**src/rtl/lvl_irq_pkg.sv**
```systemverilog
package lvl_irq_pkg;
  localparam int IRQ_LINES = 16;
  localparam int HALF_W    = 16;
  localparam int WORD_W    = 2 * HALF_W;

  typedef enum logic [1:0] {
    SZ_BYTE = 2'd0,
    SZ_HALF = 2'd1,
    SZ_WORD = 2'd2,
    SZ_RSVD = 2'd3
  } acc_size_e;

  // Lowest set index i gives (i+1)*4; no bit set gives zero.
  function automatic logic [HALF_W-1:0] encode_vector(input logic [IRQ_LINES-1:0] pend);
    logic [HALF_W-1:0] v;
    v = '0;
    for (int i = IRQ_LINES - 1; i >= 0; i--) begin
      if (pend[i]) v = HALF_W'((i + 1) << 2);
    end
    return v;
  endfunction

  // Replace one byte lane of a halfword.
  function automatic logic [HALF_W-1:0] merge_byte(input logic [HALF_W-1:0] old,
                                                   input logic lane,
                                                   input logic [7:0] b);
    return lane ? {b, old[7:0]} : {old[HALF_W-1:8], b};
  endfunction

  // Pick one byte lane of a halfword, zero-extended.
  function automatic logic [WORD_W-1:0] pick_byte(input logic [HALF_W-1:0] hw,
                                                  input logic lane);
    return WORD_W'(lane ? hw[HALF_W-1:8] : hw[7:0]);
  endfunction
endpackage

```
**src/rtl/irq_level_sync.sv**
```systemverilog
module irq_level_sync
  import lvl_irq_pkg::*;
#(
  parameter int STAGES = 2
) (
  input  logic                 clk,
  input  logic                 rst_n,
  input  logic [IRQ_LINES-1:0] lvl_in,
  output logic [IRQ_LINES-1:0] src_q
);
  logic [IRQ_LINES-1:0] stage [STAGES];

  always_ff @(posedge clk or negedge rst_n) begin
    if (!rst_n) begin
      for (int s = 0; s < STAGES; s++) stage[s] <= '0;
      src_q <= '0;
    end else begin
      stage[0] <= lvl_in;
      for (int s = 1; s < STAGES; s++) stage[s] <= stage[s-1];
      src_q <= stage[STAGES-1];
    end
  end
endmodule

```
**src/rtl/irq_mask_reg.sv**
```systemverilog
module irq_mask_reg
  import lvl_irq_pkg::*;
#(
  parameter int                ADDR_W     = 12,
  parameter logic [ADDR_W-1:0] MASK_OFF   = ADDR_W'(2),
  parameter logic [HALF_W-1:0] MASK_RESET = 16'h0010
) (
  input  logic              clk,
  input  logic              rst_n,
  input  logic              wr_en,
  input  acc_size_e         size,
  input  logic [ADDR_W-1:0] addr,
  input  logic [WORD_W-1:0] wdata,
  output logic [HALF_W-1:0] mask_q,
  output logic              mask_wr
);
  localparam logic [ADDR_W-1:0] HALF_STEP = ADDR_W'(2);

  logic [HALF_W-1:0] mask_nxt;
  logic              hit;
  logic [ADDR_W-1:0] hw_base;
  logic [ADDR_W-1:0] hi_addr;

  assign hw_base = {addr[ADDR_W-1:1], 1'b0};
  assign hi_addr = addr + HALF_STEP;

  always_comb begin
    mask_nxt = mask_q;
    hit      = 1'b0;
    unique case (size)
      SZ_HALF: if (addr == MASK_OFF) begin
        mask_nxt = wdata[HALF_W-1:0];
        hit      = 1'b1;
      end
      SZ_BYTE: if (hw_base == MASK_OFF) begin
        mask_nxt = merge_byte(mask_q, addr[0], wdata[7:0]);
        hit      = 1'b1;
      end
      SZ_WORD: begin
        if (addr == MASK_OFF) begin
          mask_nxt = wdata[HALF_W-1:0];
          hit      = 1'b1;
        end else if (hi_addr == MASK_OFF) begin
          mask_nxt = wdata[WORD_W-1:HALF_W];
          hit      = 1'b1;
        end
      end
      default: ;
    endcase
  end

  assign mask_wr = wr_en && hit;

  always_ff @(posedge clk or negedge rst_n) begin
    if (!rst_n)       mask_q <= MASK_RESET;
    else if (mask_wr) mask_q <= mask_nxt;
  end
endmodule

```
**src/rtl/irq_read_port.sv**
```systemverilog
module irq_read_port
  import lvl_irq_pkg::*;
#(
  parameter int                ADDR_W   = 12,
  parameter logic [ADDR_W-1:0] VEC_OFF  = ADDR_W'(0),
  parameter logic [ADDR_W-1:0] MASK_OFF = ADDR_W'(2)
) (
  input  logic              clk,
  input  logic              rst_n,
  input  logic              rd_en,
  input  acc_size_e         size,
  input  logic [ADDR_W-1:0] addr,
  input  logic [HALF_W-1:0] vec,
  input  logic [HALF_W-1:0] mask,
  output logic [WORD_W-1:0] rdata,
  output logic              rvalid
);
  localparam logic [ADDR_W-1:0] HALF_STEP = ADDR_W'(2);

  function automatic logic [HALF_W-1:0] hw_at(input logic [ADDR_W-1:0] a,
                                              input logic [HALF_W-1:0] v,
                                              input logic [HALF_W-1:0] m);
    if (a == VEC_OFF)  return v;
    if (a == MASK_OFF) return m;
    return '0;
  endfunction

  logic [WORD_W-1:0] rd_nxt;

  always_comb begin
    unique case (size)
      SZ_BYTE: rd_nxt = pick_byte(hw_at({addr[ADDR_W-1:1], 1'b0}, vec, mask), addr[0]);
      SZ_HALF: rd_nxt = WORD_W'(hw_at(addr, vec, mask));
      SZ_WORD: rd_nxt = {hw_at(addr + HALF_STEP, vec, mask), hw_at(addr, vec, mask)};
      default: rd_nxt = '0;
    endcase
  end

  always_ff @(posedge clk or negedge rst_n) begin
    if (!rst_n) begin
      rdata  <= '0;
      rvalid <= 1'b0;
    end else begin
      rvalid <= rd_en;
      if (rd_en) rdata <= rd_nxt;
    end
  end
endmodule

```
**src/rtl/lvl_irq_ctrl.sv**
```systemverilog
module lvl_irq_ctrl
  import lvl_irq_pkg::*;
#(
  parameter int                ADDR_W      = 12,
  parameter int                SYNC_STAGES = 2,
  parameter logic [HALF_W-1:0] MASK_RESET  = 16'h0010,
  parameter logic [ADDR_W-1:0] VEC_OFF     = ADDR_W'(0),
  parameter logic [ADDR_W-1:0] MASK_OFF    = ADDR_W'(2)
) (
  input  logic                 clk,
  input  logic                 rst_n,
  input  logic [IRQ_LINES-1:0] irq_in,
  input  logic                 bus_valid,
  input  logic                 bus_write,
  input  logic [1:0]           bus_size,
  input  logic [ADDR_W-1:0]    bus_addr,
  input  logic [WORD_W-1:0]    bus_wdata,
  output logic [WORD_W-1:0]    bus_rdata,
  output logic                 bus_rvalid,
  output logic                 irq_out
);
  // Named internal events for the checker.
  logic [IRQ_LINES-1:0] src_q;
  logic [HALF_W-1:0]    mask_q;
  logic [IRQ_LINES-1:0] pend;
  logic [HALF_W-1:0]    vec;
  logic                 mask_wr;
  logic                 rd_en;
  logic                 wr_en;
  acc_size_e            size;

  assign size  = acc_size_e'(bus_size);
  assign rd_en = bus_valid && !bus_write;
  assign wr_en = bus_valid && bus_write;

  irq_level_sync #(.STAGES(SYNC_STAGES)) u_sync (
    .clk(clk), .rst_n(rst_n), .lvl_in(irq_in), .src_q(src_q)
  );

  irq_mask_reg #(.ADDR_W(ADDR_W), .MASK_OFF(MASK_OFF), .MASK_RESET(MASK_RESET)) u_mask (
    .clk(clk), .rst_n(rst_n), .wr_en(wr_en), .size(size), .addr(bus_addr),
    .wdata(bus_wdata), .mask_q(mask_q), .mask_wr(mask_wr)
  );

  assign pend    = src_q & mask_q[IRQ_LINES-1:0];
  assign vec     = encode_vector(pend);
  assign irq_out = |pend;

  irq_read_port #(.ADDR_W(ADDR_W), .VEC_OFF(VEC_OFF), .MASK_OFF(MASK_OFF)) u_rd (
    .clk(clk), .rst_n(rst_n), .rd_en(rd_en), .size(size), .addr(bus_addr),
    .vec(vec), .mask(mask_q), .rdata(bus_rdata), .rvalid(bus_rvalid)
  );
endmodule

```
**config.mk**
```make
export PLATFORM = sky130hd
export DESIGN_NAME = lvl_irq_ctrl
export DESIGN_NICKNAME = d
export VERILOG_FILES = /design/src/rtl/lvl_irq_pkg.sv /design/src/rtl/irq_level_sync.sv /design/src/rtl/irq_mask_reg.sv /design/src/rtl/irq_read_port.sv /design/src/rtl/lvl_irq_ctrl.sv
export SDC_FILE = /design/constraint.sdc
export NUM_CORES = 1
export LEC_CHECK = 0
export ABC_AREA = 1
export BUFFER_PORTS_ARGS = -buffer_cell sky130_fd_sc_hd__buf_2
export CAP_MARGIN = 20
export CORE_UTILIZATION = 53
export CTS_CLUSTER_SIZE = 25
export DETAILED_ROUTE_END_ITERATION = 16
export HOLD_SLACK_MARGIN = 0.1
export PLACE_DENSITY = 0.79
export SLEW_MARGIN = 20
export SYNTH_ARGS = -nofsm -noshare
export SYNTH_HDL_FRONTEND = slang
export SYNTH_SLANG_ARGS = --single-unit
export TNS_END_PERCENT = 10
```
**constraint.sdc**
```tcl
create_clock -name clk -period 1.67 [get_ports clk]
set_input_delay 0.167 -clock clk [delete_from_list [all_inputs] [get_ports clk]]
set_output_delay 0.167 -clock clk [all_outputs]
set_load 0.05 [all_outputs]
```
==> impl_metrics.toml <==
[outcome]
status = "finished with violations"
violations = "design-rule violations, negative setup slack"

[yosys]
yosys.area.top_type = "dfrtp_1"
yosys.cell_types.count = 33
synth.ff_latch_count = 97
synth-xor-area-share_pct = 0
syn_inst = 475
async_flop_share_pct = 100
synth_compound_area_share_pct = 13.9
synthAdderAreaFrac_pct = 0.894
synth_top_family_by_area = "simple AND/OR/NAND/NOR gates"
ys_warn_count = 0
synth_top_area_share_pct = 57.2
synth_sequential_area_ratio_pct = 57.9
syn-num-nets = 544
synthMuxAreaShare_pct = 0
synth_area_leaders = "dfrtp_1 (57%), nand2_1 (12%), o21ai_0 (5.6%), inv_1 (5.0%), nor2_1 (3.0%)"
synth_edf_count = 0
synth_ff_type = "dfrtp_1"
netlist_area_um2 = 4200
yosys.area_share.simple_pct = 20.7
syn-mean-instance-area_um2 = 8.84

[min_path]
hold_class = "input port to flip-flop"

[power_and_ir_drop]
power_switching_mw = 1.20
p_clk_share_pct = 35.7
power.total_mw = 4.56
power_density_nw_per_um2 = 802
comb_power_share_pct = 10.7
leakagePower_nw = 2.92
peakVddDrop_uv = 603
p_sw_share_pct = 26.4
intPower_mw = 3.36
power_frac_seq_pct = 53.6

[clock_tree]
clk_pin_slew_worst_paths_ns = 0.10
clk_path_buf_depth = 2
htree_levels = 3
cts_tree = "built"
cts_root_buf = "clkbuf_8"
cts_made_buffers = 9
clkLatencyLatePin_ns = 0.36
cts.sinks = 97

[detailed_routing]
vias = 3920
dr.pass1.iters = 13
drt.antenna.violating_nets = 0
routedWlPerCell_um = 15.1
vias_per_cell = 5.23
wirelength_um = 11300
drcViolationCount = 1
drt_iter0_drc = 305

[cells_and_area]
fin_area_um2 = 5690
multi_input_area_um2 = 1580
utilization_pct = 74.0
drive_gt1_share_pct = 31.0
register_area_um2 = 2430
final_cells = 750
area_delta_synth_final_pct = 35.5
antenna_cells = 0
nets = 712
n_fill_cell = 583

[sta]
hold_ws_ns = 0.124
setup_viol = 4
finalWorstSetupSlack_ns = -0.117
hold_viol = 0
post-route-min-period_ns = 1.79
rsz0062_at_grt = "yes"
worst_slew_pin_slew_ns = 0.459
maxSlewHeadroom_pct = 69.4
timing.fmax_mhz = 560
final.setup.tns_ns = -0.332
slew_violations = 0
finalClockSkew_ns = 0.0116
fin_crit_sh_pct = 107

[floorplanning]
core_um2 = 7690
die_w_um = 91.0
row_count = 32
dieArea_um2 = 8280
pin_count = 100
initial_utilization_pct = 54.6
die_y_um = 91.0

[global_routing]
track_usage_pct = 29.1
overflow = 0
antenna_found_initial = 0
grt_first_pass_wirelength_um = 18500
grt_pass1_vias = 3890
grt_start_max_net_pins = 44

[setup_path]
crit_fanout = 3
start_kind = "flip-flop"
endpoint = "irq_out"
crit_arrival_ns = 1.62
reg2reg_slack_ns = -0.09
criticalPathCategory = "flip-flop to output port"
ff2ff_path_depth = 11
rr_startpoint = "u_mask.mask_q[14]$_DFFE_PN0P_"
crit_start = "u_mask.mask_q[12]$_DFFE_PN0P_"
rr_endpoint = "u_rd.rdata[3]$_DFFE_PN0P_"
worstPathRequired_ns = 1.50
endpoint_kind = "output port"

[place]
placed_area_um2 = 5220
post-place-ws_ns = -0.238
dpl.cell_count = 716
hpwl_um = 8380
gp_congestion = 0.941
io_buffers = 99

[run]
max_cap_viol_count = 0
-- per-layer routing --
metal / up-vias / track usage, % / wire length, µm
met5: - / 0 / 0
met4: 0 / 12.8 / 327
met3: 33 / 4.77 / 787
met2: 193 / 46.0 / 5220
met1: 1807 / 40.0 / 4960
li1: 1887 / - / -
-- final cells by class --
cell class / count / area share [%]
clock buffers: 9 / 2.18
clock inverters: 7 / 1.67
inverters: 57 / 3.80
multi-input cells: 308 / 27.8
flip-flops and latches: 97 / 42.7
well taps: 102 / 2.24
repair buffers: 170 / 19.6
-- power groups by stage --
stage	logic (mW)	clock network (mW)	registers (mW)
finish	0.486	1.63	2.45
global placement	0.430	0	2.49
floorplan	0.169	0	2.50
CTS	0.476	1.66	2.45
global route	0.540	1.75	2.45
detailed placement	0.440	0	2.49
-- layout by cell type (no fill, tap or decap), types with 2 or more instances in the layout --
cell type      synthesis  routed
o21ai_0               47      41
buf_2                  3      97
buf_12                 0       3
buf_4                  0      52
nand3_1               24      21
dfrtp_1               96      96
clkbuf_8               0       9
inv_8                  0       3
a22oi_1                3       3
nor2_1                34      31
inv_1                 56      54
nor2_2                 1       4
a21oi_1                9       8
nand4_1                3       3
o21ai_1                8      12
nand2_1              134     129
o221ai_1               4       4
nand3_2                1       3
o22ai_1                2       2
clkinvlp_4             0       2
nand2_2                2       7
o21ai_2                2       4
dlygate4sd3_1          0      17
o211ai_1               5       5
nor3_1                 4       3
nor4_1                 3       2
o31ai_1               11      11
-- kinds of logic after synthesis --
logic type               after synthesis
AO/OA/AOI/OAI                         97
buffers and inverters                 70
flip-flops                            97
adder cells (fa/ha/maj)                3
AND/OR/NAND/NOR                      208
-- state kept, by name, indices dropped and copies added, names as in the netlist --
name,flops
u_rd.rvalid,1
u_rd.rdata,32
u_sync.stage,32
u_sync.src_q,16
u_mask.mask_q,16
-- how the worst min path moves through the flow --
stage                                         endpoint      start  slack [ns]  depth (start not counted)
after floorplan           u_mask.mask_q[0]$_DFFE_PN0P_      rst_n       -0.13                          0
after global placement      u_rd.rdata[30]$_DFFE_PN0P_      rst_n        0.15                          1
after detailed placement    u_rd.rdata[28]$_DFFE_PN0P_      rst_n        0.15                          1
after CTS                        u_rd.rvalid$_DFF_PN0_  bus_write        0.11                          3
after global routing             u_rd.rvalid$_DFF_PN0_  bus_write        0.13                          3
final                            u_rd.rvalid$_DFF_PN0_  bus_write        0.12                          3
-- critical path, stage by stage, from the launching register on --
cell and delay (ns):
dfrtp_1 0.40, nand2_1 0.12, nand2_1 0.07, nor2_1 0.09, inv_1 0.07, nor3_2 0.17, nand3_1 0.15, buf_6 0.18
-- Yosys cell counts (2+ instances only) --
library cell	count
buf_6	2
dfrtp_1	96
o22ai_1	2
buf_2	3
nand4_1	3
a21oi_1	9
o31ai_1	11
inv_1	56
nor4_1	3
ha_1	3
o21ai_2	2
clkbuf_1	8
nand2_1	134
nand2_2	2
nor2_1	34
nand3_1	24
o21ai_1	8
nor3_1	4
a31oi_1	2
o211ai_1	5
o221ai_1	4
o21ai_0	47
a22oi_1	3
-- repair_timing --
action,CTS,global route
resized for setup,9,12
pin swaps,1,4
hold buffers,17,0
setup endpoints to repair,7,18
setup buffers,1,0
hold endpoints to repair,48,0
Power figures use the tool's default switching activity.
